$ cat src/rtl/isc_pkg.sv
package isc_pkg;

    localparam int REG_W  = 32;
    localparam int ADDR_W = 2;

    // Positions that carry an event at all, and which of those are level-type.
    localparam logic [REG_W-1:0] EVT_MAP    = 32'h131F_007F;
    localparam logic [REG_W-1:0] LEVEL_MAP  = 32'h0000_0077;
    localparam logic [REG_W-1:0] STICKY_MAP = EVT_MAP & ~LEVEL_MAP;
    localparam logic [REG_W-1:0] ACK_MAP    = 32'h131F_007F;

    typedef enum logic [ADDR_W-1:0] {
        SEL_ENABLE = 2'd0,
        SEL_RAW    = 2'd1,
        SEL_MASKED = 2'd2,
        SEL_ACK    = 2'd3
    } isc_sel_e;

    typedef enum logic [1:0] {
        KIND_NONE   = 2'd0,
        KIND_LEVEL  = 2'd1,
        KIND_STICKY = 2'd2
    } isc_kind_e;

    typedef struct packed {
        logic             wr;
        logic             rd;
        isc_sel_e         sel;
        logic [REG_W-1:0] data;
    } isc_req_t;

    function automatic isc_kind_e kind_of(input int pos);
        if (LEVEL_MAP[pos])       return KIND_LEVEL;
        else if (STICKY_MAP[pos]) return KIND_STICKY;
        else                      return KIND_NONE;
    endfunction

    function automatic logic [REG_W-1:0] ack_vector(input isc_req_t req);
        if (req.wr && req.sel == SEL_ACK) return req.data & ACK_MAP;
        else                              return '0;
    endfunction

endpackage

$ cat src/rtl/isc_evt_cell.sv
module isc_evt_cell
    import isc_pkg::*;
#(
    parameter isc_kind_e KIND = KIND_NONE
) (
    input  logic clk,
    input  logic rst,
    input  logic src,
    input  logic ack,
    output logic q
);

    always_ff @(posedge clk) begin
        if (rst) begin
            q <= 1'b0;
        end else begin
            case (KIND)
                KIND_LEVEL:  q <= src;
                // a new event outranks an acknowledge on the same edge
                KIND_STICKY: q <= src | (q & ~ack);
                default:     q <= 1'b0;
            endcase
        end
    end

endmodule

$ cat src/rtl/isc_evt_bank.sv
module isc_evt_bank
    import isc_pkg::*;
#(
    parameter int W = REG_W
) (
    input  logic         clk,
    input  logic         rst,
    input  logic [W-1:0] src,
    input  logic [W-1:0] ack,
    output logic [W-1:0] raw
);

    for (genvar b = 0; b < W; b++) begin : g_bit
        localparam isc_kind_e BIT_KIND = kind_of(b);
        isc_evt_cell #(.KIND(BIT_KIND)) u_cell (
            .clk (clk),
            .rst (rst),
            .src (src[b]),
            .ack (ack[b]),
            .q   (raw[b])
        );
    end

endmodule

$ cat src/rtl/isc_host_port.sv
module isc_host_port
    import isc_pkg::*;
#(
    parameter int W = REG_W
) (
    input  logic         clk,
    input  logic         rst,
    input  isc_req_t     req,
    input  logic [W-1:0] raw,
    input  logic [W-1:0] masked,
    output logic [W-1:0] enable,
    output logic [W-1:0] ack,
    output logic [W-1:0] rd_data
);

    logic [W-1:0] rd_next;

    always_ff @(posedge clk) begin
        if (rst) begin
            enable <= '0;
        end else if (req.wr && req.sel == SEL_ENABLE) begin
            enable <= req.data & EVT_MAP;
        end
    end

    assign ack = ack_vector(req);

    always_comb begin
        case (req.sel)
            SEL_ENABLE: rd_next = enable;
            SEL_RAW:    rd_next = raw;
            SEL_MASKED: rd_next = masked;
            default:    rd_next = '0;
        endcase
    end

    always_ff @(posedge clk) begin
        if (rst) begin
            rd_data <= '0;
        end else if (req.rd) begin
            rd_data <= rd_next;
        end
    end

endmodule

$ cat src/rtl/isc_irq_tree.sv
module isc_irq_tree
    import isc_pkg::*;
#(
    parameter int W = REG_W
) (
    input  logic [W-1:0] raw,
    input  logic [W-1:0] enable,
    output logic [W-1:0] masked,
    output logic         irq
);

    assign masked = raw & enable;
    assign irq    = |masked;

endmodule

$ cat src/rtl/isc_irq_ctrl.sv
module isc_irq_ctrl
    import isc_pkg::*;
(
    input  logic              clk,
    input  logic              rst,
    input  logic [REG_W-1:0]  evt_in,
    input  logic              wr_en,
    input  logic              rd_en,
    input  logic [ADDR_W-1:0] addr,
    input  logic [REG_W-1:0]  wr_data,
    output logic [REG_W-1:0]  rd_data,
    output logic              irq
);

    isc_req_t         req;
    logic [REG_W-1:0] raw_q;
    logic [REG_W-1:0] mask_q;
    logic [REG_W-1:0] masked_w;
    logic [REG_W-1:0] ack_w;

    always_comb begin
        req.wr   = wr_en;
        req.rd   = rd_en;
        req.sel  = isc_sel_e'(addr);
        req.data = wr_data;
    end

    isc_evt_bank #(.W(REG_W)) u_bank (
        .clk (clk),
        .rst (rst),
        .src (evt_in),
        .ack (ack_w),
        .raw (raw_q)
    );

    isc_host_port #(.W(REG_W)) u_port (
        .clk     (clk),
        .rst     (rst),
        .req     (req),
        .raw     (raw_q),
        .masked  (masked_w),
        .enable  (mask_q),
        .ack     (ack_w),
        .rd_data (rd_data)
    );

    isc_irq_tree #(.W(REG_W)) u_tree (
        .raw    (raw_q),
        .enable (mask_q),
        .masked (masked_w),
        .irq    (irq)
    );

endmodule

$ cat config.mk
export PLATFORM = sky130hd
export DESIGN_NAME = isc_irq_ctrl
export DESIGN_NICKNAME = d
export VERILOG_FILES = /design/src/rtl/isc_pkg.sv /design/src/rtl/isc_evt_cell.sv /design/src/rtl/isc_evt_bank.sv /design/src/rtl/isc_host_port.sv /design/src/rtl/isc_irq_tree.sv /design/src/rtl/isc_irq_ctrl.sv
export SDC_FILE = /design/constraint.sdc
export NUM_CORES = 1
export LEC_CHECK = 0
export BUFFER_PORTS_ARGS = -buffer_cell sky130_fd_sc_hd__buf_2
export CAP_MARGIN = 20
export CORE_ASPECT_RATIO = 0.9
export CORE_MARGIN = 3
export CORE_UTILIZATION = 45
export CTS_CLUSTER_SIZE = 20
export DETAILED_ROUTE_END_ITERATION = 6
export GPL_TIMING_DRIVEN = 0
export PLACE_DENSITY = 0.78
export SKIP_CTS_REPAIR_TIMING = 1
export SYNTH_ARGS = -nofsm -noshare
export SYNTH_HDL_FRONTEND = slang
export SYNTH_SLANG_ARGS = --single-unit
$ cat constraint.sdc
create_clock -name clk -period 1.2 [get_ports clk]
set_input_delay 0.24 -clock clk [delete_from_list [all_inputs] [get_ports clk]]
set_output_delay 0.24 -clock clk [all_outputs]
set_load 0.02 [all_outputs]
==> results.cfg, run 1 <==
[die]
die_h_um = 70.9
row_count = 22
dieArea_um2 = 5540
fp.dieW_um = 78.2
initial_utilization_pct = 49.1
num_io_pins = 103
core_area_um2 = 4290

[clock_network]
worstSkewPairLatency_ps = 290
cts_buffer_depth = 2
clk_pin_slew_ps = 80
cts_sinks = 45
h-tree-depth = 2
tritoncts = yes
cts-root-buf = clkbuf_8
cts_buffers = 5

[sta]
period_minus_slack_ps = 1710
setup_viol = 1
slew_viol_final = 0
fin_crit_sh_pct = 142
grt_setup_unrepaired = true
hold_viol_final = 0
finClkSkew_ps = 4.31
finalSetupTns_ps = -510
timing.fmax_mhz = 585
setup_slack_ps = -510
finalHoldWorstSlack_ps = 153

[finish]
diodes = 0
nNetsFinal = 390
fin_cells = 381
fin_area_um2 = 2580
post-route-util_pct = 60.1
drive_above_1_share_pct = 27.7
synthToLayoutAreaGrowth_pct = 22.3

[detailed_routing]
first_iter_violations = 143
wl_per_cell_um = 13.4
drc = 0
drt-pass1-iter-count = 4
ant_nets = 0
vias = 1885
wl_um = 5120
avgViaCountPerCell = 4.95

[pwr]
power_mw = 3.03
leakage_nw = 1.08
pwr_density_cell_nw_per_um2 = 1180
ir_drop_mv = 0.798

[global_route]
grt_pass1_vias = 1627
grt_use_total_pct = 18.0
grt_util_met1_pct = 25.9
antenna_found_initial = 0
gr-usage-met2_pct = 27.5
use_met3_pct = 5.09
grt_max_degree = 14
grt_pass1_wl_um = 8000
overflow = 0
grt_busiest_layer = met2

[synth]
yosysTopAreaCellShare_pct = 42.7
ys_types = 27
synth_top_area_cell = dfxtp_1
ys_ff_latch = 45
synth.yosys.seq_area_share_pct = 42.7
synth_warnings = 0
syn_inst = 248
syn_avg_cell_area_um2 = 8.50
syn-cell-area_um2 = 2110
synth.area.top_cells = dfxtp_1, buf_4, nand3b_1, a311oi_1, nand2_1

[worst_setup_path]
crit_required_ps = 960
crit_path_start_kind = flip-flop
worstSetupPathType = flip-flop to output pin
cp-end-kind = output pin
cp_data_arrival_time_ps = 1470
critPathMaxFanout = 4

[placement]
place.gp.congestion = 0.844
post-place-ws_ps = -210
dpl.cell_count = 373
dp_hpwl_um = 3880
portBuffers = 49
placed_cell_area_um2 = 2490

[flow_run]
cap_violations = 0

[status]
status = finished, violations left
violations = setup timing

[hold_path]
hp-class = input pin to flip-flop
==> report_power, final <==
| group | internal, mW | switching [mW] | leakage (nW) |
|---|---|---|---|
| Clock | 0.404 | 0.488 | 0.0450 |
| Combinational | 0.214 | 0.288 | 0.664 |
| Sequential | 1.57 | 0.0664 | 0.371 |
==> logic make-up after synthesis <==
group | synth area share (%)
buffers and inverters | 11.2
and+or+nand+nor | 30.1
AOI/OAI and AO/OA | 15.8
other | 0.178
DFF | 42.7
==> final cells by class <==
cell class	count	area (µm²)
fill	408	1720
multi-input combinational	183	1040
sequential	45	902
timing repair buffer	49	245
buffer	36	235
tap	60	75.1
clock buffer	6	72.6
clock inverter	2	10.0
==> state kept, by name, indices dropped and copies added (netlist names) <==
name,cells
u_bank.g_bit.u_cell.q,15
u_port.enable,15
u_port.rd_data,15
==> cell usage after synthesis <==
library cell	number
buf_4	19
a221oi_1	1
a222oi_1	1
o21ai_0	5
a311oi_1	15
nor2_1	24
dfxtp_1	45
and3_1	1
nor2b_1	11
conb_1	1
a22oi_1	4
nor3b_4	1
nand2b_1	9
nand4_1	10
nand3b_4	1
clkbuf_1	9
or2b_1	1
a21oi_1	24
nand2_1	34
buf_2	5
nand2_2	1
nand3b_1	19
buf_6	3
and2b_1	1
a22o_1	1
or3b_1	1
nor2_4	1
==> placed cells by master, fill, tap and decap left out, types with 11 or more instances in the layout <==
master,instances
buf_4,19
nor2b_1,11
a311oi_1,15
a21oi_1,24
buf_2,54
nand3b_1,19
conb_1,17
nand2_1,34
dfxtp_1,44
nor2_1,24
==> path summary, 6_finish.rpt <==
| path | end | from | slack, ps | cells after the start |
|---|---|---|---|---|
| worst max-delay path | irq | u_bank.g_bit[3].u_cell.q | -510 | 4 |
| worst min register to register | u_port.rd_data[5] | u_port.rd_data[5] | 480 | 2 |
| worst max register to register | u_port.rd_data[25] | u_port.enable[25] | 230 | 3 |
| worst min-delay path | u_bank.g_bit[24].u_cell.q | evt_in[24] | 150 | 3 |
==> critical path: stages (launching register included) <==
cell      delay (ps)
dfxtp_2          360
a222oi_1         330
and3_1           210
nand4_1          110
buf_2            180
==> per-layer routing <==
layer | wire length [µm] | share of wire (%)
met5 | 0 | 0
met1 | 2310 | 45
met4 | 15 | 0.29
met2 | 2290 | 45
met3 | 514 | 10
Power figures use the tool's default switching activity.
==> run 2: changes to the inputs <==
PLACE_DENSITY = 0.84   (was 0.78)
==> run 2 against run 1 <==
Against the previous run:
- the run still ends with setup timing left
- fmax is 0.56% lower
- clock power up 3.8%
- flip-flop and latch count is the same
- power increased by 1.5%
- clock skew increased by 0.70 ps
- first-iteration DRC count is 9.8% higher
- combinational power rose by 3%
- count of clock-buffer cells in the layout increased by 1
- global-route usage grew 1.3 points
- sequential power is essentially flat
==> results.cfg, run 2 (synthesized netlist as in run 1, its figures left out) <==
[die]
initial_utilization_pct = 49.1
dieArea_um2 = 5540
die_h_um = 70.9
row_count = 22
core_area_um2 = 4290
fp.dieW_um = 78.2
num_io_pins = 103

[global_route]
grt_use_total_pct = 19.4
antenna_found_initial = 0
overflow = 0
grt_max_degree = 13
grt_pass1_vias = 1742
grt_pass1_wl_um = 8450

[worst_setup_path]
crit_path_start_kind = flip-flop
reg2reg_slack_ps = 220
reg2reg_from = u_bank.g_bit[17].u_cell.q
worst-path-stages = 4
cp_cell_sequence = a222oi_1, and3_1, nand4_1, buf_4
critPathMaxFanout = 3
crit_end = irq
crit_required_ps = 960
worstSetupPathType = flip-flop to output pin
critical_path.startpoint = u_bank.g_bit[3].u_cell.q
cp-end-kind = output pin
cp_slowest_cell = dfxtp_4
cp_data_arrival_time_ps = 1480
r2r_end = u_port.rd_data[17]
path_buf_inv = 1
r2r_cells = 3
slowest_delay_ps = 350
cpLargestDelayFamily = flip-flops

[detailed_routing]
wl_um = 5210
ant_nets = 0
vias = 1913
drc = 0
drt-pass1-iter-count = 4
avgViaCountPerCell = 5.01
first_iter_violations = 157
wl_per_cell_um = 13.6

[pwr]
pwr_density_cell_nw_per_um2 = 1180
power_mw = 3.08
leakage_nw = 1.09
ir_drop_mv = 0.802

[finish]
diodes = 0
post-route-util_pct = 60.6
synthToLayoutAreaGrowth_pct = 23.4
fillers = 414
largest_registers = u_bank.g_bit.u_cell.q (15), u_port.enable (15), u_port.rd_data (15)
final_cell_mix = buf_2, dfxtp_1, nand2_1
drive_above_1_share_pct = 28.0
nNetsFinal = 392
final_common_cell = buf_2

[hold_path]
hp-class = input pin to flip-flop

[placement]
dp_hpwl_um = 3940
post-place-ws_ps = -185
place.gp.congestion = 0.817
portBuffers = 49

[sta]
finClkSkew_ps = 5.00
setup_slack_ps = -519
fin_crit_sh_pct = 143
setup_viol = 1
slew_viol_final = 0
period_minus_slack_ps = 1720
timing.fmax_mhz = 582
hold_viol_final = 0
finalHoldWorstSlack_ps = 145
finalSetupTns_ps = -519
grt_setup_unrepaired = true

[status]
status = finished, violations left
violations = setup timing

[clock_network]
clk_pin_slew_ps = 80
cts-root-buf = clkbuf_8
worstSkewPairLatency_ps = 300
tritoncts = yes
h-tree-depth = 2
cts_buffers = 5
cts_buffer_depth = 2
cts_sinks = 45

[flow_run]
cap_violations = 0
[run 2: changes by cell type in the layout (fill, tap and decap cells not counted), sizes merged]
cell,delta
buf,+2
clkbuf,+1
clkinv,-2
[run 2: final cells by class]
cell class / count / area [µm²] / area share, %
Tap cell: 60 / 75.1 / 2.88
Buffer: 36 / 235 / 9.04
Clock buffer: 7 / 86.3 / 3.32
Multi-Input combinational cell: 183 / 1040 / 39.9
Sequential cell: 45 / 905 / 34.8
Timing Repair Buffer: 51 / 263 / 10.1
[run 2: power breakdown]
group / internal, mW / total, mW / switching [mW]
Clock: 0.457 / 0.926 / 0.469
Combinational: 0.223 / 0.518 / 0.295
Sequential: 1.57 / 1.63 / 0.0633
[run 2: worst min-delay path by stage]
stage | startpoint | to | slack (ps) | depth (start not counted)
6_report | evt_in[17] | u_bank.g_bit[17].u_cell.q | 150 | 3
5_1_grt | evt_in[28] | u_bank.g_bit[28].u_cell.q | 150 | 3
4_1_cts | evt_in[28] | u_bank.g_bit[28].u_cell.q | 140 | 3
3_5_place_dp | evt_in[28] | u_bank.g_bit[28].u_cell.q | 450 | 3
3_3_place_gp | evt_in[20] | u_bank.g_bit[20].u_cell.q | 440 | 3
2_1_floorplan | evt_in[16] | u_bank.g_bit[16].u_cell.q | 360 | 2
[run 2: per-layer routing]
layer  share of wire (%)  vias to the layer above  GRT usage (%)
met5                   0                        -              0
met4                 1.3                        0           6.60
met3                 9.4                        7           4.96
met2                  43                       90           28.3
met1                  47                      835           27.7
li1                    -                      981              -
[run 2: through the flow]
stage | std cells | area, µm²
after floorplan | 264 | 2170
after global placement | 373 | 2490
after detailed placement | 373 | 2490
after CTS | 380 | 2570
after global routing | 382 | 2600
final | 382 | 2600
[run 2: worst min-delay path, stage by stage]
cell     delay [ps]
buf_2            70
a21oi_1          30
nor2_1           60
==> run 3: changes to the inputs <==
clock period = 1.96 ns   (was 1.2 ns; I/O delays follow)
==> run 3 against run 2 <==
Against the previous run:
- die area stayed put
- non-clock buffer count is 2 lower
- hold slack better by 150 ps
- routed wire length shrank 1.3%
- sequential share of layout area is 0.14 points higher
- the flow now finishes without violations
- largest power group unchanged
==> results.cfg, run 3 (synthesized netlist as in run 1, its figures left out) <==
[sta]
fin_crit_sh_pct = 97.3
finalSetupTns_ps = 0
timing.fmax_mhz = 524
grt_setup_unrepaired = false
max_slew_margin_pct = 66.4
worst_slew_pin_slew_ps = 503
period_minus_slack_ps = 1910
finalHoldWorstSlack_ps = 292
finClkSkew_ps = 7.24
setup_slack_ps = 52.7
hold_viol_final = 0
slew_viol_final = 0
setup_viol = 0

[detailed_routing]
first_iter_violations = 158
ant_nets = 0
wl_um = 5140
avgViaCountPerCell = 5.13
vias = 1950
wl_per_cell_um = 13.5
drt-pass1-iter-count = 4
drc = 0

[global_route]
antenna_found_initial = 0
grt_pass1_vias = 1727
grt_busiest_layer = met2
grt_use_total_pct = 18.9
grt_util_met1_pct = 26.1
gr-usage-met2_pct = 29.3
overflow = 0
grt_pass1_wl_um = 8310
grt_max_degree = 13
use_met3_pct = 4.58

[status]
status = finished clean

[placement]
portBuffers = 49
post-place-ws_ps = 388
dp_hpwl_um = 3910
place.gp.congestion = 0.778

[finish]
nNetsFinal = 390
final_cell_mix = buf_2, dfxtp_1, nand2_1
diodes = 0
largest_registers = u_bank.g_bit.u_cell.q (15), u_port.enable (15), u_port.rd_data (15)
synthToLayoutAreaGrowth_pct = 22.6
drive_above_1_share_pct = 27.5
final_common_cell = buf_2

[worst_setup_path]
path_buf_inv = 1
cp_data_arrival_time_ps = 1520
cpLargestDelayFamily = flip-flops
slowest_delay_ps = 340
cp_cell_sequence = a222oi_1, and3_1, nand4_1, buf_4
crit_path_start_kind = flip-flop
worstSetupPathType = flip-flop to output pin
crit_required_ps = 1570
cp-end-kind = output pin
critPathMaxFanout = 3
cp_slowest_cell = dfxtp_1

[pwr]
leakage_nw = 1.08
ir_drop_mv = 0.531
pwr_density_cell_nw_per_um2 = 732

[flow_run]
cap_violations = 0

[clock_network]
cts-root-buf = clkbuf_8
cts_buffer_depth = 2
worstSkewPairLatency_ps = 300
h-tree-depth = 2
cts_sinks = 45
clk_pin_slew_ps = 80
cts_buffers = 5
tritoncts = yes

[die]
die_h_um = 70.9
core_area_um2 = 4290
fp.dieW_um = 78.2
dieArea_um2 = 5540
row_count = 22
initial_utilization_pct = 49.1
num_io_pins = 103

[hold_path]
hp-class = input pin to flip-flop
-- run 3: metrics by stage --
stage	utilization [%]	std cells	power, mW	instance area, µm²
after floorplan	-	264	1.23	2170
after global placement	58.0	373	1.32	2490
after detailed placement	58.0	373	1.33	2490
after CTS	60.0	380	1.89	2570
after global routing	60.2	380	1.97	2580
final	60.2	380	1.89	2580
-- run 3: path summary, 6_finish.rpt --
path / depth (start not counted) / to / start / slack [ps]
hold / removal: 3 / u_bank.g_bit[24].u_cell.q / evt_in[24] / 290
setup / recovery: 4 / irq / u_port.enable[3] / 50
setup reg to reg: 3 / u_port.rd_data[19] / u_port.enable[19] / 970
hold reg to reg: 2 / u_port.enable[4] / u_port.enable[4] / 480
-- run 3: layout make-up --
type / count / area [µm²]
flip-flops and latches: 45 / 902
clock buffers: 7 / 86.3
fillers: 410 / 1710
plain buffers: 36 / 235
multi-input cells: 183 / 1040
repair buffers: 49 / 248
well taps: 60 / 75.1
-- run 3: metal layers --
metal / vias up / wire [µm]
met5: - / 0
met4: 0 / 68
met3: 8 / 473
met2: 87 / 2240
met1: 876 / 2360
li1: 979 / -
-- run 3: worst reg2reg max path: cells and delay by family, from the launching register on --
kind / cells / cell delay, ps
DFF: 1 / 380
and+or+nand+nor: 1 / 150
AOI/OAI and AO/OA: 2 / 380
-- run 3: power breakdown --
group	internal, mW	total (mW)	switching (mW)
Combinational	0.133	0.310	0.177
Clock	0.280	0.579	0.299
Sequential	0.962	1.00	0.0400
Total	1.37	1.89	0.517
